File: src/rtl/twin_port_semaphore.sv
module twin_port_semaphore #(
  parameter int ADDR_W = 15,
  parameter int DATA_W = 8,
  parameter int SEL_W  = 3
) (
  input  logic              clk,
  input  logic              rst_n,
  input  logic              l_ce_n,
  input  logic              l_sem_n,
  input  logic              l_we_n,
  input  logic              l_oe_n,
  input  logic [ADDR_W-1:0] l_addr,
  input  logic [DATA_W-1:0] l_din,
  output logic [DATA_W-1:0] l_dout,
  input  logic              r_ce_n,
  input  logic              r_sem_n,
  input  logic              r_we_n,
  input  logic              r_oe_n,
  input  logic [ADDR_W-1:0] r_addr,
  input  logic [DATA_W-1:0] r_din,
  output logic [DATA_W-1:0] r_dout
);
  localparam int NFLAG = 1 << SEL_W;

  logic             l_sel, l_wr, l_rd, r_sel, r_wr, r_rd;
  logic [SEL_W-1:0] l_idx, r_idx;
  logic [NFLAG-1:0] rq_l, rq_r, own_l, own_r;
  logic [NFLAG-1:0] nrq_l, nrq_r, nown_l, nown_r;
  logic             l_act_q, r_act_q;
  logic [DATA_W-1:0] l_dout_q, r_dout_q;
  logic             unused_bits;

  assign l_sel = l_ce_n & ~l_sem_n;
  assign r_sel = r_ce_n & ~r_sem_n;
  assign l_wr  = l_sel & ~l_we_n;
  assign r_wr  = r_sel & ~r_we_n;
  assign l_rd  = l_sel & l_we_n & ~l_oe_n;
  assign r_rd  = r_sel & r_we_n & ~r_oe_n;
  assign l_idx = l_addr[SEL_W-1:0];
  assign r_idx = r_addr[SEL_W-1:0];

  assign unused_bits = ^{l_addr[ADDR_W-1:SEL_W], r_addr[ADDR_W-1:SEL_W],
                         l_din[DATA_W-1:1], r_din[DATA_W-1:1]};

  always_comb begin
    nrq_l = rq_l;
    if (l_wr) nrq_l[l_idx] = l_din[0];
  end

  always_comb begin
    nrq_r = rq_r;
    if (r_wr) nrq_r[r_idx] = r_din[0];
  end

  for (genvar g = 0; g < NFLAG; g++) begin : g_flag
    assign nown_l[g] = ~nrq_l[g] & (~own_r[g] | nrq_r[g]);
    assign nown_r[g] = ~nrq_r[g] & (own_r[g] | nrq_l[g]);
  end

  always_ff @(posedge clk or negedge rst_n) begin
    if (!rst_n) begin
      rq_l  <= '1;
      rq_r  <= '1;
      own_l <= '0;
      own_r <= '0;
    end else begin
      rq_l  <= nrq_l;
      rq_r  <= nrq_r;
      own_l <= nown_l;
      own_r <= nown_r;
    end
  end

  always_ff @(posedge clk or negedge rst_n) begin
    if (!rst_n) begin
      l_act_q  <= 1'b0;
      r_act_q  <= 1'b0;
      l_dout_q <= '1;
      r_dout_q <= '1;
    end else begin
      l_act_q <= l_rd;
      r_act_q <= r_rd;
      if (l_rd && !l_act_q) l_dout_q <= {DATA_W{~own_l[l_idx]}};
      if (r_rd && !r_act_q) r_dout_q <= {DATA_W{~own_r[r_idx]}};
    end
  end

  assign l_dout = l_dout_q;
  assign r_dout = r_dout_q;

  AST_EXCLUSIVE: assert property (@(posedge clk) disable iff (!rst_n)
    (own_l & own_r) == '0);
  AST_HOLDER_LATCHED: assert property (@(posedge clk) disable iff (!rst_n)
    ((own_l & rq_l) | (own_r & rq_r)) == '0);
  AST_HANDOFF_TO_RIGHT: assert property (@(posedge clk) disable iff (!rst_n)
    ($past(own_l) & ~own_l & ~rq_r & ~own_r) == '0);
  AST_HANDOFF_TO_LEFT: assert property (@(posedge clk) disable iff (!rst_n)
    ($past(own_r) & ~own_r & ~rq_l & ~own_l) == '0);
  AST_FROZEN_LEFT: assert property (@(posedge clk) disable iff (!rst_n)
    (l_rd && l_act_q) |=> $stable(l_dout));
  AST_FROZEN_RIGHT: assert property (@(posedge clk) disable iff (!rst_n)
    (r_rd && r_act_q) |=> $stable(r_dout));
  AST_BAD_SELECT_LEFT: assert property (@(posedge clk) disable iff (!rst_n)
    (!l_ce_n && !l_sem_n) |=> ($stable(rq_l) && $stable(l_dout)));
  AST_BAD_SELECT_RIGHT: assert property (@(posedge clk) disable iff (!rst_n)
    (!r_ce_n && !r_sem_n) |=> ($stable(rq_r) && $stable(r_dout)));
endmodule

File: config.mk
export PLATFORM = sky130hd
export DESIGN_NAME = twin_port_semaphore
export DESIGN_NICKNAME = d
export VERILOG_FILES = /design/src/rtl/twin_port_semaphore.sv
export SDC_FILE = /design/constraint.sdc
export NUM_CORES = 1
export LEC_CHECK = 0
export ABC_AREA = 0
export CAP_MARGIN = 25
export CELL_PAD_IN_SITES_DETAIL_PLACEMENT = 0
export CELL_PAD_IN_SITES_GLOBAL_PLACEMENT = 1
export CORE_MARGIN = 5
export CORE_UTILIZATION = 42
export CTS_CLUSTER_DIAMETER = 120
export DETAILED_ROUTE_END_ITERATION = 10
export DONT_BUFFER_PORTS = 1
export MAX_ROUTING_LAYER = met4
export PLACE_DENSITY_LB_ADDON = 0.15
export SETUP_SLACK_MARGIN = 0.4
export SLEW_MARGIN = 20
export SYNTH_ARGS = -nofsm -noshare
export SYNTH_HDL_FRONTEND = slang
export SYNTH_SLANG_ARGS = --single-unit
File: constraint.sdc
create_clock -name clk -period 1.45 [get_ports clk]
set_clock_uncertainty 0.2 [all_clocks]
set_input_delay 0.29 -clock clk [delete_from_list [all_inputs] [get_ports clk]]
set_output_delay 0.29 -clock clk [all_outputs]
set_load 0.05 [all_outputs]
==> results of run 1 <==
## through the flow
stage	worst slack (ns)	setup TNS, ns
6_report	-0.278	-4.28
5_1_grt	-0.313	-4.90
4_1_cts	-0.295	-4.45
3_5_place_dp	-0.328	-3.20
3_3_place_gp	-0.322	-3.14
2_1_floorplan	-0.302	-2.00
## path summary, 6_finish.rpt
path / to / cells after the start
max: l_dout[2] / 1
min: r_act_q / 0
max reg2reg: r_dout[0] / 3
min reg2reg: rq_l[7] / 2
max in group asynchronous: rq_l[7] / 0
min in group clk: r_act_q / 1
## cells in the final DEF (no fill, tap or decap), drive strengths merged, types with 2 or more instances in the layout
cell,count
o21ai,5
dfrtp,18
a21oi,9
nor2,9
o22ai,2
inv,9
o21a,8
mux2,9
clkbuf,8
buf,21
nor4bb,2
mux4,2
nand2b,3
mux2i,9
nand4bb,2
nand2,9
dfstp,18
## state kept, by name, summed over array words and instances, names as in the netlist
name and count:
l_act_q 1, l_dout 1, own_l 8, own_r 8, r_act_q 1, r_dout 1, rq_l 8, rq_r 8
## per-layer routing
metal | up-vias | routed length, um
met5 | - | 0
met4 | 0 | 57
met3 | 7 | 137
met2 | 15 | 1630
met1 | 499 | 1440
li1 | 491 | -
## cells by family (layout without fill, tap and decap cells)
group	after synthesis	count (layout)	synth area share, %
buffers and inverters	23	38	8.34
flip-flops	36	36	55.4
AND/OR/NAND/NOR	33	33	12.2
multiplexers	20	20	14.9
AO/OA/AOI/OAI	25	25	9.09
## final cells by class
cell class / count / area share [%]
sequential: 36 / 43.0
multi-input combinational: 78 / 37.6
timing repair buffer: 21 / 11.0
clock buffer: 8 / 4.16
tap: 48 / 2.77
inverter: 9 / 1.56
## power groups by stage
stage / clock (mW) / combinational (mW) / sequential [mW]
floorplan: 0 / 1.39 / 1.65
global placement: 0 / 1.46 / 1.54
detailed placement: 0 / 1.47 / 1.54
CTS: 0.738 / 1.65 / 1.54
global route: 0.780 / 1.79 / 1.58
finish: 0.715 / 1.70 / 1.55
## timing repair
item | in CTS | in global routing
endpoints found under the hold margin | 48 | 49
pin swaps | 2 | 4
buffers inserted | 5 | 1
gates resized for setup | 30 | 11
setup endpoints to repair | 40 | 45
==> flow_summary.ini, run 1 <==
[outcome]
status = complete, but fails checks
violations = negative hold slack, negative setup slack

[drt]
routed_wirelength_mm = 3.27
drc_errors = 0
drt-wirelength-per-cell_um = 16.3
vias = 1012
avgViaCountPerCell = 5.06
detail-route-antenna-nets = 0
drt-initial-drc-count = 36
dr.pass1.iters = 4

[clock_network]
cts_tree = done
htreeDepth = 2
cts_sinks = 36
path_clk_slew_ns = 0.07
clock-root-buffer = clkbuf_8
clk_latency_ns = 0.28
cts_inserted_buffers = 5
max-clock-path-buffers = 2

[power]
finalPower_mw = 3.96
p_per_area_nw_per_um2 = 1830
sequentialPowerShare_pct = 39.1
leakagePower_nw = 0.905
ir_drop_v = 0.000842
power_frac_comb_pct = 42.9
switchingPower_mw = 1.50
p_sw_share_pct = 37.8
power_frac_clock_pct = 18.1
p_int_mw = 2.46

[timing]
max-slew-margin-rel_pct = 75.8
period_share_pct = 119
fin_ws_ns = -0.278
fin_crit_ns = 1.73
holdWs_ns = -0.505
finalHoldViolCount = 48
setup_violations = 20
tightest_slew_ns = 0.358
rsz0062_at_grt = yes
fmax_mhz = 579
slew_violations = 0

[grt]
use_met2_pct = 20.9
grt_pass1_vias = 1079
antenna_found_initial = 0
grt_util_met1_pct = 16.6
grt_pass1_wl_mm = 5.28
grt_busiest_layer = met2
overflow = 0
grt_util_all_layers_pct = 13.8
grt_max_degree = 37
use_met3_pct = 4.96

[finish]
fin_area_um2 = 2170
drive_above_1_share_pct = 59.2
diodes = 0
fin_nets = 207
fill_cells = 328
synthToLayoutAreaGrowth_pct = 30.1
regArea_um2 = 931
final_cells = 200
multi_input_area_um2 = 813
fin_util_pct = 57.9

[synthesis]
syn_inst = 137
synth_common_cells = dfrtp_1, dfstp_2, buf_4
synth_top_area_share_pct = 28.4
synth_area_per_cell_um2 = 12.2
yosysWarnings = 0
syn-cell-area_um2 = 1670
yosys.area.top_type = dfstp_2
synthDistinctLibCells = 27
synth_seq_cells = 36
synth_async_sr_flop_share_pct = 100
yosysSeqAreaShare_pct = 55.4
synth_edf_count = 0
yosys-top-cells-area = dfstp_2, dfrtp_1, buf_4
ys.flop_type = dfstp_2
synth_nets = 193

[die]
io_pins = 72
die_area_um2 = 5320
core-area_um2 = 3740
num_rows = 22
start_util_pct = 44.5
die_x_um = 73.0
die_h_um = 73.0

[critical_path]
reg2reg_slack_ns = -0.03
start_kind = flop
end_kind = primary output
cp.required_ns = 0.96
path_class = flop to primary output
slowest_delay_ns = 0.64
critPathArrivalTime_ns = 1.24
path_max_fanout = 6
cpMaxStageDelayCell = dfstp_4
critPathTopFamily = flip-flops
cp-startpoint = l_dout[0]
crit_chain = buf_16
worst-path-buf-inv = 1
rr_startpoint = own_r[1]

[place]
dp_hpwl_mm = 2.44
placement.io_buffers = 0
place_congestion = 0.789
dp_cells = 186
post_dp_cell_area_um2 = 1850

[min_path]
hold_class = input pin to async pin

[run]
maxCapViolations = 0
(Power assumes the default switching activity.)
==> run 2, diff against run 1 <==
TNS_END_PERCENT = 1   (was default)
==> flow_summary.ini, run 2 (synthesis results as in run 1) <==
[power]
finalPower_mw = 3.96
ir_drop_v = 0.000797
leakagePower_nw = 0.880
p_per_area_nw_per_um2 = 1950

[critical_path]
cpMaxStageDelayCell = dfstp_4
crit_chain = buf_16
path_class = flop to primary output
end_kind = primary output
worst-path-buf-inv = 1
start_kind = flop
slowest_delay_ns = 0.65
cp.required_ns = 0.96
path_max_fanout = 6
critPathTopFamily = flip-flops
reg2reg_slack_ns = 0.01
critPathArrivalTime_ns = 1.24

[clock_network]
cts_inserted_buffers = 5
clk_latency_ns = 0.28
cts_sinks = 36
cts_tree = done
htreeDepth = 2
path_clk_slew_ns = 0.07
clock-root-buffer = clkbuf_8
post_cts_buffers = 0
max-clock-path-buffers = 2

[grt]
grt_busiest_layer = met2
grt_pass1_wl_mm = 5.28
grt_util_all_layers_pct = 14.0
use_met3_pct = 4.13
overflow = 0
use_met2_pct = 20.2
grt_pass1_vias = 1036
grt_max_degree = 37
antenna_found_initial = 0
grt_util_met1_pct = 18.1

[die]
start_util_pct = 44.5
io_pins = 72
num_rows = 22
core-area_um2 = 3740
die_x_um = 73.0
die_h_um = 73.0
die_area_um2 = 5320

[outcome]
violations = negative hold slack, negative setup slack
status = complete, but fails checks

[finish]
fin_util_pct = 54.3
synthToLayoutAreaGrowth_pct = 22.0
drive_above_1_share_pct = 51.4
final_cell_mix = dfrtp_1, dfstp_2, buf_4, inv_1, o21a_1
fin_nets = 203
fill_cells = 332
diodes = 0
mostFrequentLayoutCell = dfrtp_1

[drt]
detail-route-antenna-nets = 0
dr.pass1.iters = 4
avgViaCountPerCell = 5.05
drc_errors = 0
drt-wirelength-per-cell_um = 16.4
routed_wirelength_mm = 3.21
drt-initial-drc-count = 58
vias = 990

[place]
dp_hpwl_mm = 2.32
place_congestion = 0.780
placement.io_buffers = 0

[timing]
period_share_pct = 119
holdWs_ns = -0.503
rsz0062_at_grt = yes
slew_violations = 0
tightest_slew_ns = 0.395
fmax_mhz = 578
setup_violations = 19
finalHoldViolCount = 47
fin_crit_ns = 1.73
fin_ws_ns = -0.281
max-slew-margin-rel_pct = 73.3

[min_path]
hold_class = input pin to async pin

[run]
maxCapViolations = 0
run 2: cell types whose count changed in the layout (fill, tap and decap cells not counted), sizes merged:
cell    change
bufinv      +1
clkbuf      -1
buf         -4
run 2: layout make-up:
class	instances	area, um^2	area share [%]
sequential	36	931	45.8
clock inverter	1	30.0	1.48
multi-input combinational	78	708	34.9
timing repair buffer	17	173	8.50
tap	48	60.1	2.96
clock buffer	7	96.3	4.74
inverter	9	33.8	1.66
run 2: through the flow:
stage | setup TNS (ns) | cell area (um^2) | std cells | setup slack (ns) | hold slack (ns)
5_1_grt | -4.69 | 2030 | 196 | -0.317 | -0.528
3_3_place_gp | -3.65 | 1790 | 188 | -0.319 | -0.204
4_1_cts | -4.23 | 1990 | 196 | -0.291 | -0.516
6_report | -4.06 | 2030 | 196 | -0.281 | -0.503
3_5_place_dp | -3.71 | 1790 | 188 | -0.333 | -0.204
2_1_floorplan | -2.55 | 1670 | 137 | -0.302 | -0.206
run 2: worst paths after layout:
path                       cells after the start   endpoint      start
setup / recovery                               1  r_dout[1]  r_dout[0]
hold / removal                                 0    r_act_q      rst_n
setup reg to reg                               3  r_dout[0]   own_r[0]
hold reg to reg                                1   own_l[0]   own_r[0]
max in group asynchronous                      0    rq_l[1]      rst_n
min in group clk                               1    r_act_q    r_sem_n
run 2: timing repair:
action / CTS / global route
pin swaps: 5 / 7
endpoints found under the hold margin: 44 / 48
endpoints found under the setup margin: 46 / 50
resized for setup: 13 / 11
run 2: power by group:
part	switching [mW]	internal (mW)
sequential	0.161	1.38
combinational	0.942	0.536
clock	0.336	0.606
run 2: per-layer routing:
metal | up-vias | routed length, um
met1 | 488 | 1380
li1 | 481 | -
met4 | 0 | 71
met5 | - | 0
met2 | 14 | 1620
met3 | 7 | 138
